File: src/rtl/lbus_irq_pkg.sv
package lbus_irq_pkg;

  localparam int unsigned REG_W = 16;
  localparam int unsigned LANES = REG_W / 8;

  typedef enum logic [1:0] {
    SZ_BYTE = 2'b00,
    SZ_HALF = 2'b01,
    SZ_WORD = 2'b10,
    SZ_NONE = 2'b11
  } accSize_e;

  // Strobes from the access decoder to the datapath.
  typedef struct packed {
    logic [LANES-1:0] maskByteWe;
    logic [REG_W-1:0] maskWrData;
  } maskStrobe_t;

endpackage

File: src/rtl/lbus_irq_ctrl.sv
module lbus_irq_ctrl
  import lbus_irq_pkg::*;
#(
  parameter int ADDR_W = 12
) (
  input  logic              busWe,
  input  logic [1:0]        busSize,
  input  logic [ADDR_W-1:0] busAddr,
  input  logic [31:0]       busWdata,
  input  logic [REG_W-1:0]  vecCode,
  input  logic [REG_W-1:0]  maskQ,
  output maskStrobe_t       strb,
  output logic [31:0]       busRdata
);

  localparam logic [ADDR_W-1:0] OFF_VEC  = ADDR_W'(0);
  localparam logic [ADDR_W-1:0] OFF_MASK = ADDR_W'(2);
  localparam logic [ADDR_W-1:0] HALF_STEP = ADDR_W'(2);

  logic [ADDR_W-1:0] loAddr;
  logic [ADDR_W-1:0] hiAddr;
  logic [REG_W-1:0]  loHalf;
  logic [REG_W-1:0]  hiHalf;

  assign loAddr = {busAddr[ADDR_W-1:1], 1'b0};
  assign hiAddr = loAddr + HALF_STEP;

  function automatic logic [REG_W-1:0] halfRead(
    input logic [ADDR_W-1:0] a,
    input logic [REG_W-1:0]  vec,
    input logic [REG_W-1:0]  msk
  );
    if (a == OFF_VEC)       return vec;
    else if (a == OFF_MASK) return msk;
    else                    return '0;
  endfunction

  assign loHalf = halfRead(loAddr, vecCode, maskQ);
  assign hiHalf = halfRead(hiAddr, vecCode, maskQ);

  // Read path: right-aligned result per access size.
  always_comb begin
    unique case (accSize_e'(busSize))
      SZ_BYTE: busRdata = {24'h0, busAddr[0] ? loHalf[15:8] : loHalf[7:0]};
      SZ_HALF: busRdata = {16'h0, loHalf};
      SZ_WORD: busRdata = {hiHalf, loHalf};
      default: busRdata = 32'h0;
    endcase
  end

  // Write path: only the mask halfword accepts data.
  always_comb begin
    strb.maskByteWe = '0;
    strb.maskWrData = maskQ;
    if (busWe) begin
      unique case (accSize_e'(busSize))
        SZ_BYTE: begin
          if (loAddr == OFF_MASK) begin
            if (busAddr[0]) begin
              strb.maskByteWe[1]    = 1'b1;
              strb.maskWrData[15:8] = busWdata[7:0];
            end else begin
              strb.maskByteWe[0]    = 1'b1;
              strb.maskWrData[7:0]  = busWdata[7:0];
            end
          end
        end
        SZ_HALF: begin
          if (loAddr == OFF_MASK) begin
            strb.maskByteWe = '1;
            strb.maskWrData = busWdata[15:0];
          end
        end
        SZ_WORD: begin
          if (loAddr == OFF_MASK) begin
            strb.maskByteWe = '1;
            strb.maskWrData = busWdata[15:0];
          end else if (hiAddr == OFF_MASK) begin
            strb.maskByteWe = '1;
            strb.maskWrData = busWdata[31:16];
          end
        end
        default: ;
      endcase
    end
  end

endmodule

File: src/rtl/lbus_irq_dp.sv
module lbus_irq_dp
  import lbus_irq_pkg::*;
#(
  parameter int               NUM_SRC    = 16,
  parameter logic [REG_W-1:0] MASK_RESET = 16'h0010
) (
  input  logic               clk,
  input  logic               rst,
  input  logic [NUM_SRC-1:0] irqIn,
  input  maskStrobe_t        strb,
  output logic [REG_W-1:0]   maskQ,
  output logic [REG_W-1:0]   vecCode,
  output logic               irqOut
);

  logic [REG_W-1:0]   maskNext;
  logic [NUM_SRC-1:0] srcQ;
  logic [NUM_SRC-1:0] pending;
  logic               irqQ;

  // Byte-lane merge of the mask.
  for (genvar b = 0; b < LANES; b++) begin : gLane
    assign maskNext[b*8 +: 8] = strb.maskByteWe[b] ? strb.maskWrData[b*8 +: 8]
                                                   : maskQ[b*8 +: 8];
  end

  always_ff @(posedge clk) begin
    if (rst) begin
      maskQ <= MASK_RESET;
      srcQ  <= '0;
      irqQ  <= 1'b0;
    end else begin
      maskQ <= maskNext;
      srcQ  <= irqIn;
      irqQ  <= |(irqIn & maskNext[NUM_SRC-1:0]);
    end
  end

  assign pending = srcQ & maskQ[NUM_SRC-1:0];
  assign irqOut  = irqQ;

  // Lowest pending index wins; code is (index + 1) * 4.
  always_comb begin
    vecCode = '0;
    for (int i = NUM_SRC - 1; i >= 0; i--) begin
      if (pending[i]) vecCode = REG_W'((i + 1) << 2);
    end
  end

  AST_IRQ_MATCH: assert property (@(posedge clk) disable iff (rst)
    irqOut == (|(srcQ & maskQ[NUM_SRC-1:0])));

  AST_VEC_ZERO: assert property (@(posedge clk) disable iff (rst)
    (vecCode == '0) == (pending == '0));

  AST_MASK_HOLD: assert property (@(posedge clk) disable iff (rst)
    (strb.maskByteWe == '0) |=> $stable(maskQ));

endmodule

File: src/rtl/lbus_irq_agg.sv
module lbus_irq_agg
  import lbus_irq_pkg::*;
#(
  parameter int               NUM_SRC    = 16,
  parameter int               ADDR_W     = 12,
  parameter logic [REG_W-1:0] MASK_RESET = 16'h0010
) (
  input  logic               clk,
  input  logic               rst,
  input  logic [NUM_SRC-1:0] irqIn,
  input  logic               busWe,
  input  logic [1:0]         busSize,
  input  logic [ADDR_W-1:0]  busAddr,
  input  logic [31:0]        busWdata,
  output logic [31:0]        busRdata,
  output logic               irqOut
);

  maskStrobe_t      strb;
  logic [REG_W-1:0] maskQ;
  logic [REG_W-1:0] vecCode;

  lbus_irq_ctrl #(.ADDR_W(ADDR_W)) uCtrl (
    .busWe    (busWe),
    .busSize  (busSize),
    .busAddr  (busAddr),
    .busWdata (busWdata),
    .vecCode  (vecCode),
    .maskQ    (maskQ),
    .strb     (strb),
    .busRdata (busRdata)
  );

  lbus_irq_dp #(.NUM_SRC(NUM_SRC), .MASK_RESET(MASK_RESET)) uDp (
    .clk     (clk),
    .rst     (rst),
    .irqIn   (irqIn),
    .strb    (strb),
    .maskQ   (maskQ),
    .vecCode (vecCode),
    .irqOut  (irqOut)
  );

  AST_READ_NO_WRITE: assert property (@(posedge clk) disable iff (rst)
    !busWe |-> (strb.maskByteWe == '0));

  AST_NONE_QUIET: assert property (@(posedge clk) disable iff (rst)
    (busSize == 2'b11) |-> (busRdata == 32'h0 && strb.maskByteWe == '0));

endmodule

File: config.mk
export PLATFORM = sky130hd
export DESIGN_NAME = lbus_irq_agg
export DESIGN_NICKNAME = d
export VERILOG_FILES = /design/src/rtl/lbus_irq_pkg.sv /design/src/rtl/lbus_irq_ctrl.sv /design/src/rtl/lbus_irq_dp.sv /design/src/rtl/lbus_irq_agg.sv
export SDC_FILE = /design/constraint.sdc
export NUM_CORES = 1
export LEC_CHECK = 0
export BUFFER_PORTS_ARGS = -buffer_cell sky130_fd_sc_hd__buf_4
export CORE_MARGIN = 8
export CORE_UTILIZATION = 53
export DETAILED_ROUTE_END_ITERATION = 10
export MAX_ROUTING_LAYER = met4
export PLACE_DENSITY = 0.94
export SYNTH_ARGS = -nofsm -noshare
export SYNTH_HDL_FRONTEND = slang
export SYNTH_SLANG_ARGS = --single-unit
File: constraint.sdc
create_clock -name clk -period 6.02 [get_ports clk]
set_clock_uncertainty 0.15 [all_clocks]
set_input_delay 0.602 -clock clk [delete_from_list [all_inputs] [get_ports clk]]
set_output_delay 0.602 -clock clk [all_outputs]
set_load 0.02 [all_outputs]
==> metrics.cfg <==
[critical_path]
crit_path_frequent_cell = buf_4
path_cells = buf_4 -> nand2b_1 -> nor4_1 -> a22o_1 -> buf_4
startpoint = busSize[0]
path_delay_family = simple AND/OR/NAND/NOR gates
crit_path_end_kind = output port
crit_path_max_incr_delay_ns = 0.96
path_max_fanout = 20
critPathLaunchType = input pin
required_ns = 5.27
timing.critical_path.buf_inv = 2
cp.arrival_ns = 2.45
reg2reg_from = uDp.maskQ[7]$_SDFF_PP0_
slowest_stage = nor4_1
crit_type = input pin to output port

[routing]
route.final.wire_length_um = 9180
final_antenna_net_count = 0
viasPerCell = 6.45
vias = 3036
routedWlPerCell_um = 19.5
drt_first_pass_iters = 6
drt_iter0_drc = 398
drc = 0

[clock_network]
root_buffer = clkbuf_8
cts_resized = 0
cts_max_path_buffers = 2
cts_max_level = 2
worstSkewPairLatency_ns = 0.29
cts.reportedPaths.clkPinSlew_ns = 0.07
cts_setup_buffers = 0
cts.sinks = 33
cts_hold_buf = 0
cts_tree = built
cts_buffers = 5

[power_and_ir_drop]
p_switching_uw = 127
powerDensity_mw_per_mm2 = 163
p_sw_share_pct = 24.1
ir_worst_vdd_mv = 0.115
pwr-share-comb_pct = 15.9
power_leakage_nw = 1.40
internal_power_uw = 402
clkPwrFrac_pct = 41.2
p_seq_share_pct = 42.9

[synthesis]
syn_avg_cell_area_um2 = 7.40
ys_top_cells_by_area = dfxtp_1 (27%), nand2_1 (6.9%), nor2b_1 (6.9%)
synth_cell_types = 57
synth-edff-count = 0
syn_inst = 331
synth_area_leader_cell = dfxtp_1
syn_area_mm2 = 0.00245
netlist_top_cells_count = nand2_1 (45), dfxtp_1 (33), nor2_1 (32)
ys_ff_latch = 33
synth-async-reset-ratio_pct = 0
ys.flop_type = dfxtp_1
post-synth-top-count-cell = nand2_1
synth_top_area_share_pct = 27.0
yosysSeqAreaShare_pct = 27.0
syn_nets = 396
ys_warn_count = 0

[run]
max-cap-violations = 0

[sta]
slew_headroom_pct = 26.9
fin_tns_setup_ns = 0
hold_violations = 0
report.final.slew_viol_count = 0
tightestPinTransition_ns = 1.09
period_share_pct = 53.2
rsz0062_at_grt = no
setup_violations = 0
fmax_mhz = 312
fin_crit_ns = 3.20

[place]
gp_congestion = 0.980
dpl.hpwl_um = 7230
io_buffers = 97
post_dp_cell_area_mm2 = 0.00313

[global_routing]
grt_pass1_vias = 2942
grt_antenna_before_repair = 0
grt_max_degree = 35
grt_pass1_wl_um = 14600
track_usage_pct = 25.5
gr-total-overflow = 0

[finish]
final_layout_size_suffix_gt1_share_pct = 28.9
final_util_pct = 73.5
nets = 483
synthToLayoutAreaGrowth_pct = 32.5
n_antenna_cell = 0
num-fill-cells = 359
fin_area_mm2 = 0.00325

[die]
die_y_um = 84.0
rows = 24
die_w_um = 84.0
start_util_pct = 55.5
fp.coreArea_mm2 = 0.00441
ios = 98
die-area_mm2 = 0.00705

[min_path]
hold_class = input pin to register
hp-start = irqIn[1]

[outcome]
outcome = finished, final reports clean

power groups by stage:
stage,Combinational [mW],Sequential [mW],Clock [mW]
floorplan,0.0379,0.232,0
global placement,0.0809,0.232,0
detailed placement,0.0825,0.232,0
CTS,0.0825,0.227,0.216
global route,0.0903,0.227,0.227
finish,0.0843,0.227,0.218
cell type report:
class / instances / area (um2) / area share (%)
multi-input cells: 273 / 1630 / 50.3
clock buffers: 7 / 86.3 / 2.66
flip-flops and latches: 33 / 661 / 20.4
repair buffers: 100 / 751 / 23.1
inverters: 5 / 18.8 / 0.578
well taps: 52 / 65.1 / 2.00
clock inverters: 1 / 30.0 / 0.925
cells in the final DEF (no fill, tap or decap), types with 3 or more instances in the layout:
master	instances
dfxtp_1	33
a22o_1	8
a221oi_1	4
a22oi_1	11
nand4_1	4
buf_4	100
inv_1	5
nor3_1	6
and3_1	14
mux2i_1	6
and2_1	16
a31oi_1	6
a32oi_1	3
nand2_1	45
nand3_1	13
a21oi_1	22
nor2_1	32
clkbuf_8	6
nor2b_1	27
o21ai_0	10
nand2b_1	4
state kept, by name, summed over array words and instances, names as in the netlist:
signal / cells
uDp.irqOut: 1
uDp.maskQ: 16
uDp.srcQ: 16
final timing paths:
kind,depth (start not counted),slack (ns),endpoint
max reg2reg,6,4.20,uDp.irqOut$_SDFF_PP0_
min,2,0.40,uDp.srcQ[1]$_SDFF_PP0_
max,5,2.82,busRdata[21]
min reg2reg,2,0.45,uDp.maskQ[8]$_SDFF_PP0_
cells by family (layout without fill, tap and decap cells):
logic type             Yosys count  count (layout)  synth area share [%]
AND/OR/NAND/NOR                181             181                  38.9
AO/OA/AOI/OAI                   84              84                  24.1
flip-flops                      33              33                  27.0
buffers and inverters           25             113                  6.79
multiplexers                     7               7                  2.91
XOR/XNOR                         1               1                 0.358
metal layers:
layer	up-vias	GRT usage [%]	wire, um
met5	-	-	0
met4	0	13.8	431
met3	40	5.76	1020
met2	258	39.9	4160
met1	1365	29.5	3570
li1	1373	-	-
per-stage QoR:
step / std cells / worst slack, ns / hold slack [ns] / total power [mW]
2_1_floorplan: 331 / 2.97 / 0.339 / 0.269
4_1_cts: 471 / 2.89 / 0.395 / 0.525
5_1_grt: 471 / 2.72 / 0.389 / 0.545
6_report: 471 / 2.82 / 0.399 / 0.529
3_5_place_dp: 463 / 2.66 / 0.435 / 0.314
3_3_place_gp: 463 / 2.76 / 0.406 / 0.313
Power figures use the tool's default switching activity.
